## config.mk

```make
export PLATFORM = sky130hd
export DESIGN_NAME = mmio_region_decoder
export DESIGN_NICKNAME = d
export VERILOG_FILES = /design/src/rtl/mmio_dec_pkg.sv /design/src/rtl/mmio_region_classify.sv /design/src/rtl/mmio_legacy_lane.sv /design/src/rtl/mmio_id_rom.sv /design/src/rtl/mmio_region_decoder.sv
export SDC_FILE = /design/constraint.sdc
export NUM_CORES = 1
export LEC_CHECK = 0
export BUFFER_PORTS_ARGS = -buffer_cell sky130_fd_sc_hd__buf_2
export CAP_MARGIN = 20
export CORE_AREA = 3 3 488 490
export CTS_CLUSTER_DIAMETER = 40
export DETAILED_ROUTE_END_ITERATION = 12
export DIE_AREA = 0 0 491 493
export PLACE_DENSITY = 0.3
export SLEW_MARGIN = 0
export SYNTH_ARGS = -nofsm -noshare
export SYNTH_HDL_FRONTEND = slang
export SYNTH_SLANG_ARGS = --single-unit
```

## constraint.sdc

```tcl
create_clock -name clk -period 2.5 [get_ports clk]
set_clock_uncertainty 0.05 [all_clocks]
set_input_delay 0 -clock clk [delete_from_list [all_inputs] [get_ports clk]]
set_output_delay 0 -clock clk [all_outputs]
set_load 0.01 [all_outputs]
```

## src/rtl/mmio_dec_pkg.sv

```systemverilog
// Shared types and helpers for the I/O window decoder.
// Assumes a 17-bit window offset and a 4-bit peripheral slot number.
package mmio_dec_pkg;

    typedef enum logic [1:0] {
        RGN_INTR = 2'd0,
        RGN_DMA  = 2'd1,
        RGN_DEV  = 2'd2
    } region_e;

    typedef struct {
        logic rd;
        logic [31:0] data;
        logic err;
    } unused_rsp_t;

    // Slot numbers whose behaviour differs from the plain index rule
    localparam int SLOT_COMPAT   = 2;
    localparam int SLOT_SERIAL   = 3;
    localparam int SLOT_TMR_LO   = 6;
    localparam int SLOT_TMR_HI   = 7;
    localparam int SLOT_ROM      = 9;
    localparam int SLOT_LEG_BASE = 10;

    // Reverse the two bytes of a halfword
    function automatic logic [15:0] swap16(input logic [15:0] v);
        return {v[7:0], v[15:8]};
    endfunction

    // Reverse the four bytes of a word
    function automatic logic [31:0] swap32(input logic [31:0] v);
        return {v[7:0], v[15:8], v[23:16], v[31:24]};
    endfunction

    // Remap of the compatibility serial view: rotate the 4-bit index right
    function automatic logic [3:0] compat_remap(input logic [3:0] i);
        return {i[0], i[3:1]};
    endfunction

endpackage

```

## src/rtl/mmio_region_classify.sv

```systemverilog
// Splits a request offset into region, target port and register index.
// Purely combinational; every hit/error output is gated by req_valid.
// Assumes region bits sit at the top two offset bits, slot at [15:12].
module mmio_region_classify
    import mmio_dec_pkg::*;
#(
    parameter int OFFS_W = 17,
    parameter int SUB_W  = 4,
    parameter int CHAN_W = 4,
    parameter int IDX_W  = 5,
    parameter int LEG_NUM = 6,
    parameter logic [LEG_NUM-1:0]       LEG_PRESENT = '1,
    parameter logic [(1<<CHAN_W)-1:0]   DMA_PRESENT = '1
) (
    input  logic              req_valid,
    input  logic              req_write,
    input  logic [OFFS_W-1:0] req_offset,
    output region_e           region,
    output logic [SUB_W-1:0]  port,
    output logic [IDX_W-1:0]  idx,
    output logic [CHAN_W-1:0] chan,
    output logic              port_hit,
    output logic              rom_hit,
    output logic              leg_hit,
    output logic              dma_hit,
    output logic              irq_hit,
    output logic              map_err,
    output logic              align_err
);
    localparam int DEV_BIT  = OFFS_W - 1;
    localparam int DMA_BIT  = OFFS_W - 2;
    localparam int SUB_LSB  = 12;
    localparam int CHAN_LSB = 8;
    localparam int NSLOT    = 1 << SUB_W;

    logic [SUB_W-1:0] slot;
    logic [IDX_W-1:0] idx_std, idx_tmr, idx_leg, idx_cmp;
    logic             compat_low;
    logic [NSLOT-1:0] leg_slot_map, leg_here_map;

    assign slot       = req_offset[SUB_LSB +: SUB_W];
    assign chan       = req_offset[CHAN_LSB +: CHAN_W];
    assign idx_std    = IDX_W'(req_offset[7:4]);
    assign idx_tmr    = IDX_W'(req_offset[12:9]);
    assign idx_leg    = IDX_W'(req_offset[8:4]);
    assign idx_cmp    = IDX_W'(compat_remap(req_offset[4:1]));
    assign compat_low = (req_offset[7:0] < 8'd16);

    // Per-slot tables: which slots are legacy, and which of those are fitted
    for (genvar g = 0; g < NSLOT; g++) begin : g_leg
        if (g >= SLOT_LEG_BASE && g < SLOT_LEG_BASE + LEG_NUM) begin : g_in
            assign leg_slot_map[g] = 1'b1;
            assign leg_here_map[g] = LEG_PRESENT[g - SLOT_LEG_BASE];
        end else begin : g_out
            assign leg_slot_map[g] = 1'b0;
            assign leg_here_map[g] = 1'b0;
        end
    end

    // Region from the two top offset bits, device space winning
    always_comb begin : region_pick
        if (req_offset[DEV_BIT])      region = RGN_DEV;
        else if (req_offset[DMA_BIT]) region = RGN_DMA;
        else                          region = RGN_INTR;
    end

    // Target port, index and error flags for the current request
    always_comb begin : target_pick
        port      = slot;
        idx       = idx_std;
        port_hit  = 1'b0;
        rom_hit   = 1'b0;
        leg_hit   = 1'b0;
        dma_hit   = 1'b0;
        irq_hit   = 1'b0;
        map_err   = 1'b0;
        align_err = 1'b0;
        if (req_valid) begin
            case (region)
                RGN_DEV: begin
                    if (leg_slot_map[slot]) begin
                        idx = idx_leg;
                        if (leg_here_map[slot]) begin
                            port_hit  = 1'b1;
                            leg_hit   = 1'b1;
                            align_err = req_write && (req_offset[3:0] != 4'd0);
                        end else begin
                            map_err = 1'b1;
                        end
                    end else if (slot == SUB_W'(SLOT_ROM)) begin
                        if (req_write) map_err = 1'b1;
                        else           rom_hit = 1'b1;
                    end else if (slot == SUB_W'(SLOT_TMR_LO) ||
                                 slot == SUB_W'(SLOT_TMR_HI)) begin
                        port     = SUB_W'(SLOT_TMR_LO);
                        idx      = idx_tmr;
                        port_hit = 1'b1;
                    end else if (slot == SUB_W'(SLOT_COMPAT)) begin
                        port     = SUB_W'(SLOT_SERIAL);
                        idx      = compat_low ? idx_cmp : idx_std;
                        port_hit = 1'b1;
                    end else begin
                        port_hit = 1'b1;
                    end
                end
                RGN_DMA: begin
                    if (DMA_PRESENT[chan]) dma_hit = 1'b1;
                    else                   map_err = 1'b1;
                end
                default: irq_hit = 1'b1;
            endcase
        end
    end

endmodule

```

## src/rtl/mmio_legacy_lane.sv

```systemverilog
// Byte-lane and byte-order formatting for 16-bit legacy peripherals.
// Reads: the halfword is copied to lanes 0 and 4 of an 8-byte stream,
// shifted by the lane, cut to size and returned most-significant first.
// Writes: size 1 keeps the low byte, sizes 2/4 swap the low halfword.
// Assumes DATA_W = 32 and LEG_W = 16.
module mmio_legacy_lane
    import mmio_dec_pkg::*;
#(
    parameter int DATA_W = 32,
    parameter int LEG_W  = 16
) (
    input  logic [2:0]        size,
    input  logic [1:0]        lane,
    input  logic [LEG_W-1:0]  rd16,
    input  logic [DATA_W-1:0] wdata,
    output logic [DATA_W-1:0] rd_fmt,
    output logic [LEG_W-1:0]  wr_fmt
);
    localparam int PAD_W = DATA_W - LEG_W;

    logic [2*DATA_W-1:0] rep;
    logic [2*DATA_W-1:0] shifted;

    assign rep     = {{PAD_W{1'b0}}, rd16, {PAD_W{1'b0}}, rd16};
    assign shifted = rep >> {lane, 3'b000};

    // Read word by access size
    always_comb begin : read_fmt
        case (size)
            3'd1:    rd_fmt = DATA_W'(shifted[7:0]);
            3'd2:    rd_fmt = DATA_W'(swap16(shifted[15:0]));
            3'd4:    rd_fmt = swap32(shifted[31:0]);
            default: rd_fmt = '0;
        endcase
    end

    // Write halfword by access size
    always_comb begin : write_fmt
        case (size)
            3'd1:       wr_fmt = LEG_W'(wdata[7:0]);
            3'd2, 3'd4: wr_fmt = swap16(wdata[15:0]);
            default:    wr_fmt = '0;
        endcase
    end

endmodule

```

## src/rtl/mmio_id_rom.sv

```systemverilog
// Small read-only station-address store; byte g is ROM_DATA[8g+7:8g].
// Assumes ROM_BYTES is a power of two.
module mmio_id_rom #(
    parameter int ROM_BYTES = 8,
    parameter logic [8*ROM_BYTES-1:0] ROM_DATA = '0,
    localparam int AW = $clog2(ROM_BYTES)
) (
    input  logic [AW-1:0] addr,
    output logic [7:0]    byte_out
);
    logic [7:0] rom_byte [ROM_BYTES];

    for (genvar g = 0; g < ROM_BYTES; g++) begin : g_byte
        assign rom_byte[g] = ROM_DATA[8*g +: 8];
    end

    assign byte_out = rom_byte[addr];

endmodule

```

## src/rtl/mmio_region_decoder.sv

```systemverilog
// Top of the I/O window decoder. Select, index and write path follow the
// request combinationally; read data, read-valid and error come from
// registers one cycle after the request. Absent targets read as zero.
module mmio_region_decoder
    import mmio_dec_pkg::*;
#(
    parameter int OFFS_W    = 17,
    parameter int DATA_W    = 32,
    parameter int SUB_W     = 4,
    parameter int CHAN_W    = 4,
    parameter int IDX_W     = 5,
    parameter int LEG_NUM   = 6,
    parameter int LEG_W     = 16,
    parameter int ROM_BYTES = 8,
    parameter logic [LEG_NUM-1:0]     LEG_PRESENT = 6'b101001,
    parameter logic [(1<<CHAN_W)-1:0] DMA_PRESENT = 16'h041F,
    parameter logic [8*ROM_BYTES-1:0] ROM_DATA    = 64'h3C96_E107_B428_5DF0,
    localparam int NSUB   = 1 << SUB_W,
    localparam int NCHAN  = 1 << CHAN_W,
    localparam int IRQ_W  = OFFS_W - 2,
    localparam int ROM_AW = $clog2(ROM_BYTES)
) (
    input  logic                    clk,
    input  logic                    rst_n,
    input  logic                    req_valid,
    input  logic                    req_write,
    input  logic [OFFS_W-1:0]       req_offset,
    input  logic [2:0]              req_size,
    input  logic [DATA_W-1:0]       req_wdata,
    output logic                    rsp_valid,
    output logic [DATA_W-1:0]       rsp_rdata,
    output logic                    err_pulse,
    output logic [NSUB-1:0]         dev_sel,
    output logic [IDX_W-1:0]        dev_idx,
    input  logic [NSUB*DATA_W-1:0]  dev_rdata,
    output logic [NCHAN-1:0]        dma_sel,
    output logic [7:0]              dma_reg,
    input  logic [NCHAN*DATA_W-1:0] dma_rdata,
    output logic                    irq_sel,
    output logic [IRQ_W-1:0]        irq_reg,
    input  logic [DATA_W-1:0]       irq_rdata,
    output logic [DATA_W-1:0]       bus_wdata,
    output logic                    bus_we,
    output logic [2:0]              bus_size
);
    region_e           c_region;
    logic [SUB_W-1:0]  c_port;
    logic [IDX_W-1:0]  c_idx;
    logic [CHAN_W-1:0] c_chan;
    logic c_port_hit, c_rom_hit, c_leg_hit, c_dma_hit, c_irq_hit;
    logic c_map_err, c_align_err;

    logic [DATA_W-1:0] dev_word [NSUB];
    logic [DATA_W-1:0] dma_word [NCHAN];
    logic [DATA_W-1:0] leg_rd;
    logic [LEG_W-1:0]  leg_wr;
    logic [7:0]        rom_byte;
    logic [DATA_W-1:0] rd_next;
    logic              is_read;

    mmio_region_classify #(
        .OFFS_W(OFFS_W), .SUB_W(SUB_W), .CHAN_W(CHAN_W), .IDX_W(IDX_W),
        .LEG_NUM(LEG_NUM), .LEG_PRESENT(LEG_PRESENT), .DMA_PRESENT(DMA_PRESENT)
    ) u_classify (
        .req_valid (req_valid),
        .req_write (req_write),
        .req_offset(req_offset),
        .region    (c_region),
        .port      (c_port),
        .idx       (c_idx),
        .chan      (c_chan),
        .port_hit  (c_port_hit),
        .rom_hit   (c_rom_hit),
        .leg_hit   (c_leg_hit),
        .dma_hit   (c_dma_hit),
        .irq_hit   (c_irq_hit),
        .map_err   (c_map_err),
        .align_err (c_align_err)
    );

    mmio_legacy_lane #(.DATA_W(DATA_W), .LEG_W(LEG_W)) u_lane (
        .size  (req_size),
        .lane  (req_offset[1:0]),
        .rd16  (dev_word[c_port][LEG_W-1:0]),
        .wdata (req_wdata),
        .rd_fmt(leg_rd),
        .wr_fmt(leg_wr)
    );

    mmio_id_rom #(.ROM_BYTES(ROM_BYTES), .ROM_DATA(ROM_DATA)) u_rom (
        .addr    (req_offset[4 +: ROM_AW]),
        .byte_out(rom_byte)
    );

    // Unpack the flat read buses and build the one-hot selects
    for (genvar p = 0; p < NSUB; p++) begin : g_dev
        assign dev_word[p] = dev_rdata[p*DATA_W +: DATA_W];
        assign dev_sel[p]  = c_port_hit && (c_port == SUB_W'(p));
    end
    for (genvar c = 0; c < NCHAN; c++) begin : g_dma
        assign dma_word[c] = dma_rdata[c*DATA_W +: DATA_W];
        assign dma_sel[c]  = c_dma_hit && (c_chan == CHAN_W'(c));
    end

    assign irq_sel   = c_irq_hit;
    assign dev_idx   = c_idx;
    assign dma_reg   = req_offset[7:0];
    assign irq_reg   = req_offset[IRQ_W-1:0];
    assign bus_size  = req_size;
    assign bus_we    = req_valid && req_write && (c_port_hit || c_dma_hit || c_irq_hit);
    assign bus_wdata = c_leg_hit ? DATA_W'(leg_wr) : req_wdata;
    assign is_read   = req_valid && !req_write;

    // Choose the word a read returns; anything unmatched reads zero
    always_comb begin : read_mux
        rd_next = '0;
        if (c_leg_hit)       rd_next = leg_rd;
        else if (c_port_hit) rd_next = dev_word[c_port];
        else if (c_rom_hit)  rd_next = DATA_W'(rom_byte);
        else if (c_dma_hit)  rd_next = dma_word[c_chan];
        else if (c_irq_hit)  rd_next = irq_rdata;
    end

    // Response register: one cycle after the request
    always_ff @(posedge clk) begin : rsp_reg
        if (!rst_n) begin
            rsp_valid <= 1'b0;
            rsp_rdata <= '0;
            err_pulse <= 1'b0;
        end else begin
            rsp_valid <= is_read;
            rsp_rdata <= is_read ? rd_next : '0;
            err_pulse <= c_map_err || c_align_err;
        end
    end

endmodule

```

; Word-level counts from Yosys, hierarchy flattened
; Memory sizes are Yosys's and may differ from the RTL's.
; Index checks and enable logic that the tools add are counted.
; Widths: inputs -> output; s select.
[totals]
register_bits = 34
romBits = 112
out_inout_bits = 131
inputBits = 1112
memories = 4
word_cells = 166
[op_classes]
n_shift = 1
eq_ne = 39
n_reduce_logical = 47
n_mux = 63
bitwise = 3
magnitude_cmp = 6
[mem_list]
columns = memory, depth, word_bits, rd, rd_clocked_by_memory_dff, write_ports, line_no
row1 = (no name shown), 8, 8, 1, 0, 0, mmio_id_rom.sv:17  ; assign byte_out = rom_byte[addr];
row2 = (no name shown), 16, 1, 1, 0, 0, mmio_region_classify.sv:81  ; if (leg_slot_map[slot]) begin
row3 = (no name shown), 16, 1, 1, 0, 0, mmio_region_classify.sv:107  ; if (DMA_PRESENT[chan]) dma_hit = 1'b1;
row4 = (no name shown), 16, 1, 1, 0, 0, mmio_region_classify.sv:83  ; if (leg_here_map[slot]) begin
[op_table]
columns = cell, count
row1 = $mux 32, 10
row2 = $bmux 32 s4, 2
row3 = $pmux 32 s3, 1
row4 = $eq 4x4->1 const B, 17
row5 = $shr 48x5->32, 1
row6 = $eq 4x3->1 const B, 10
row7 = $logic_and 1x1->1, 36
row8 = $mux 1, 32
row9 = $pmux 16 s2, 1
row10 = $mux 5, 6
row11 = $mux 4, 7
row12 = $eq 4x2->1 const B, 5
row13 = $mux 8, 2
row14 = $ge 5x5->1 const B, 2
row15 = $lt 4x5->1 const B, 2
row16 = $not 4->5, 2
row17 = $eq 4x1->1 const B, 2
row18 = $logic_not 4->1, 2
row19 = $lt 8x5->1 const B, 1
row20 = $ge 4x4->1 const B, 1
row21 = $logic_or 1x1->1, 4
row22 = $not 3->4, 1
row23 = $reduce_bool 4->1, 1
row24 = $reduce_or 2->1, 2
row25 = 9 further kinds, 9

; Depth between registers and ports, before layout
[depth]
word_depth = 14
depth_mapped = 11
depth_no_buf = 7

; By module
; From an unflattened synthesis, not the netlist that was laid out.
[hier_totals]
cells_unflattened = 941
area_unflattened_um2 = 11404.7
[modules_own_cells]
columns = mod, area_per_inst_um2, instances, seq_area_each_um2, cells_per_inst
row1 = mmio_region_decoder, 9989.6, 1, 680.7, 732
row2 = mmio_legacy_lane, 898.4, 1, 0.0, 141
row3 = mmio_region_classify, 367.9, 1, 0.0, 49
row4 = mmio_id_rom, 148.9, 1, 0.0, 19

; Worst setup path after synthesis
; No wires, ideal clock.
[synth_timing]
kind = input-to-reg
startpoint = in req_offset[8]
endpoint = reg rsp_rdata[19]
required_time_ns = 2.310
setup_time_ns = 0.140
slack_ns = 0.378
stages = 9
path_buffers = 4
arrival_time_ns = 1.932
cell_sequence = buf_6 buf_6 buf_2 buf_2 mux4_2 a22oi_1 a21oi_1 a221oi_1 o221ai_1
[synth_between]
elab_chain_cells = 9
word_cells_on_any_way = 13
classes_between = 11 x mux / 1 x bitwise / 1 x memory
[synth_lines]
columns = element, line_no
row1 = from (decl), mmio_region_decoder.sv:27  ; input logic [OFFS_W-1:0] req_offset,
row2 = $mem_v2 16x1, -
row3 = $mux 1 (not written as such), mmio_region_classify.sv:107
row4 = $mux 1, mmio_region_classify.sv:107
row5 = $mux 1, mmio_region_classify.sv:79  ; case (region)
row6 = $mux 1, mmio_region_classify.sv:78  ; if (req_valid) begin
row7 = $mux 32 (*), mmio_region_decoder.sv:120  ; else if (c_dma_hit) rd_next = dma_word[c_chan];
row8 = $mux 32 (*), mmio_region_decoder.sv:119  ; else if (c_rom_hit) rd_next = DATA_W'(rom_byte);
row9 = $mux 32 (*), mmio_region_decoder.sv:118  ; else if (c_port_hit) rd_next = dev_word[c_port];
row10 = $mux 32 (*), mmio_region_decoder.sv:117  ; if (c_leg_hit) rd_next = leg_rd;
row11 = to (signal assigned), mmio_region_decoder.sv:132  ; rsp_rdata <= is_read ? rd_next : '0;
row12 = to (decl), mmio_region_decoder.sv:31  ; output logic [DATA_W-1:0] rsp_rdata,
; Every way passes the cells marked *; elsewhere a longest branch is shown, timed or not. The select of a mux whose other input is x is not followed.
; A chain may end at the register's enable or synchronous reset.

; Worst setup path in the final report
[layout_timing]
startpoint = in req_offset[12]
endpoint = reg rsp_rdata[17]
[layout_between]
elab_chain_cells = 14
word_cells_on_any_way = 36
classes_between = 4 x eq/ne / 1 x shift / 27 x mux / 1 x bitwise / 1 x reduce/logical / 2 x memory
[layout_lines]
columns = element, line_no
row1 = branches (longest 13 deep; another with $mem_v2 16x1), -
row2 = $mux 32 (*), mmio_region_decoder.sv:117
; Every way passes the cells marked *. The select of a mux whose other input is x is not followed.

==> impl_metrics.py <==
metrics = {
    "min_path": {
        "holdPathStages": 3,
        "whs_endpoint": "rsp_rdata[9]",
        "worstHoldStart": "irq_rdata[9]",
        "hold_class": "in2reg",
    },
    "cells_and_area": {
        "nFillCells": 27600,
        "layout_commonest_cell": "buf_2",
        "nets": 3556,
        "final_core_util_pct": 9.51,
        "syn_to_final_growth_pct": 122,
        "drive_gt1_share_pct": 68.2,
        "final_cell_mix": "buf_2 (1089), buf_4 (321), mux4_2 (128)",
    },
    "grt": {
        "grt_pass1_wl_mm": 222,
        "antenna_found_initial": 252,
        "grt_overflow": 0,
        "grt_max_degree": 35,
        "track_usage_pct": 14.5,
        "grt_pass1_vias": 18200,
    },
    "flow_run": {
        "max_cap_viol_count": 0,
    },
    "placement": {
        "place_congestion": 0.904,
        "dp_hpwl_mm": 171,
        "port_buffers": 1096,
    },
    "synth": {
        "ys_types": 75,
        "synth_edf_count": 0,
        "yosysTopAreaCell": "mux4_2",
        "synthFlopType": "dfxtp_1",
        "synthCells": 1130,
        "netlist_area_um2": 10000,
        "yosysWarnings": 0,
        "ys_ff_latch": 34,
        "synth_top_area_share_pct": 28.7,
        "synth_area_leaders": "mux4_2 (29%), mux2i_1 (8.7%), dfxtp_1 (6.8%), o221ai_1 (3.8%), a22oi_1 (3.5%)",
        "ys_seq_area_share_pct": 6.78,
        "avgSynthCellArea_um2": 8.88,
        "ys_async_sr_fraction_pct": 0,
    },
    "timing": {
        "slew_headroom_pct": 35.6,
        "holdWs_ps": 5.59,
        "hold_viol": 0,
        "min_period_over_period_pct": 99.7,
        "fin_tns_setup_ps": 0,
        "layout_min_cycle_time_ps": 2490,
        "rsz0062_at_grt": "yes",
        "setup_violations": 0,
        "worst_pin_slew_ps": 966,
        "fmax_mhz": 401,
        "slew_violations": 0,
    },
    "setup_path": {
        "critPathMaxFanout": 8,
        "required_ps": 2620,
        "worstSetupStartpointType": "input pin",
        "endpoint_kind": "flop",
        "cp.arrival_ps": 2610,
        "critPathKind": "in2reg",
    },
    "routing": {
        "drc": 0,
        "wl_mm": 184,
        "ant_nets": 0,
        "avgRoutedWirePerCell_um": 32.6,
        "drtPass1Iterations": 5,
        "vias": 17500,
        "viasPerCell": 3.11,
        "drt_iter0_markers": 882,
    },
    "run_status": {
        "outcome": "completed",
    },
    "clock_tree": {
        "cts_root_buffer": "clkbuf_16",
        "cts_tree": "done",
        "cts_max_level": 2,
        "cts_sinks": 34,
        "clock_path_buffers": 2,
        "cts_made_buffers": 5,
        "clk_pin_slew_ps": 70,
    },
    "power_and_ir_drop": {
        "powerDensity_nw_per_um2": 228,
        "vdd.ir_drop.worst_uv": 183,
        "p_leak_nw": 9.46,
    },
    "floorplanning": {
        "die_w_um": 491,
        "core_area_um2": 235000,
        "dieArea_um2": 242000,
        "initial_utilization_pct": 4.28,
        "die_h_um": 493,
        "ioPinCount": 1243,
        "rows": 178,
    },
}
synth_stat cells, drive strengths merged, types with 31 or more instances:
library cell,instances
a221oi,31
nand2,50
buf,106
a21oi,64
nor2,66
a22oi,47
mux2i,87
clkbuf,62
o21ai,66
o221ai,43
mux4,131
dfxtp,34
sequential cells by signal, summed over array words and instances, names as in the netlist:
| name | count |
|---|---|
| err_pulse | 1 |
| rsp_rdata | 32 |
| rsp_valid | 1 |
routing by layer:
layer,up-vias,part of all wire [%],global-route usage (%)
li1,7305,-,-
met1,8463,39,16.9
met2,1278,49,25.6
met3,377,8.6,4.60
met4,98,3.1,3.41
met5,-,0.36,0
logic make-up (layout without fill, tap and decap cells):
kind of cell | count (synthesis) | count (layout) | share of synthesized area [%]
other | 1 | 57 | 0.0374
DFF | 34 | 34 | 6.78
and+or+nand+nor | 255 | 255 | 13.0
muxes | 242 | 242 | 40.9
AOI/OAI and AO/OA | 408 | 408 | 28.9
buffers and inverters | 183 | 1478 | 9.56
adders and majority gates | 5 | 5 | 0.623
xor gates and xnor gates | 2 | 2 | 0.175
power by group:
group          internal [mW]  switching (mW)
combinational           1.76            2.05
clock                  0.397           0.305
sequential             0.552         0.00670
total                   2.71            2.37
stage by stage:
stage / power [mW] / setup WS (ps) / cell area (um2) / instances
floorplan: 1.85 / 378 / 10100 / 1145
global placement: 4.51 / -641 / 21800 / 5574
detailed placement: 4.48 / -601 / 21800 / 5576
CTS: 5.26 / 2.17 / 22100 / 5590
global route: 5.40 / -5.97 / 22200 / 5609
finish: 5.07 / 8.25 / 22300 / 5631
how the worst max path moves through the flow:
stage / startpoint / endpoint / slack, ps / depth (start not counted)
detailed placement: req_offset[15] / rsp_rdata[22] / -600 / 10
floorplan: req_offset[8] / rsp_rdata[19] / 380 / 9
finish: req_offset[12] / rsp_rdata[17] / 8 / 11
CTS: req_offset[8] / rsp_rdata[31] / 2 / 9
global placement: req_offset[15] / rsp_rdata[22] / -640 / 10
global route: req_offset[12] / rsp_rdata[17] / -6 / 11
cell type report:
cell class / count / area (um2) / share of cell area, %
clock buffers: 6 / 139 / 0.623
multi-input cells: 928 / 8660 / 38.9
inverters: 15 / 56.3 / 0.253
clock inverters: 2 / 12.5 / 0.0561
repair buffers: 1455 / 8700 / 39.0
diodes: 41 / 103 / 0.460
well taps: 3150 / 3940 / 17.7
flip-flops and latches: 34 / 681 / 3.05
critical path, stage by stage:
cell and delay, ps:
clkbuf_8 160, buf_12 150, buf_4 180, a211o_2 350
buf_12 160, buf_4 180, o221ai_2 190, o211ai_1 290
buf_4 270, a32o_1 250, a221o_1 380
repair_timing:
item	CTS	global route
pin swaps	3	1
hold buffers	4	0
endpoints found under the hold margin	4	0
buffers inserted	2	0
gates resized for setup	22	10
endpoints found under the setup margin	22	13
Power figures use the tool's default switching activity.
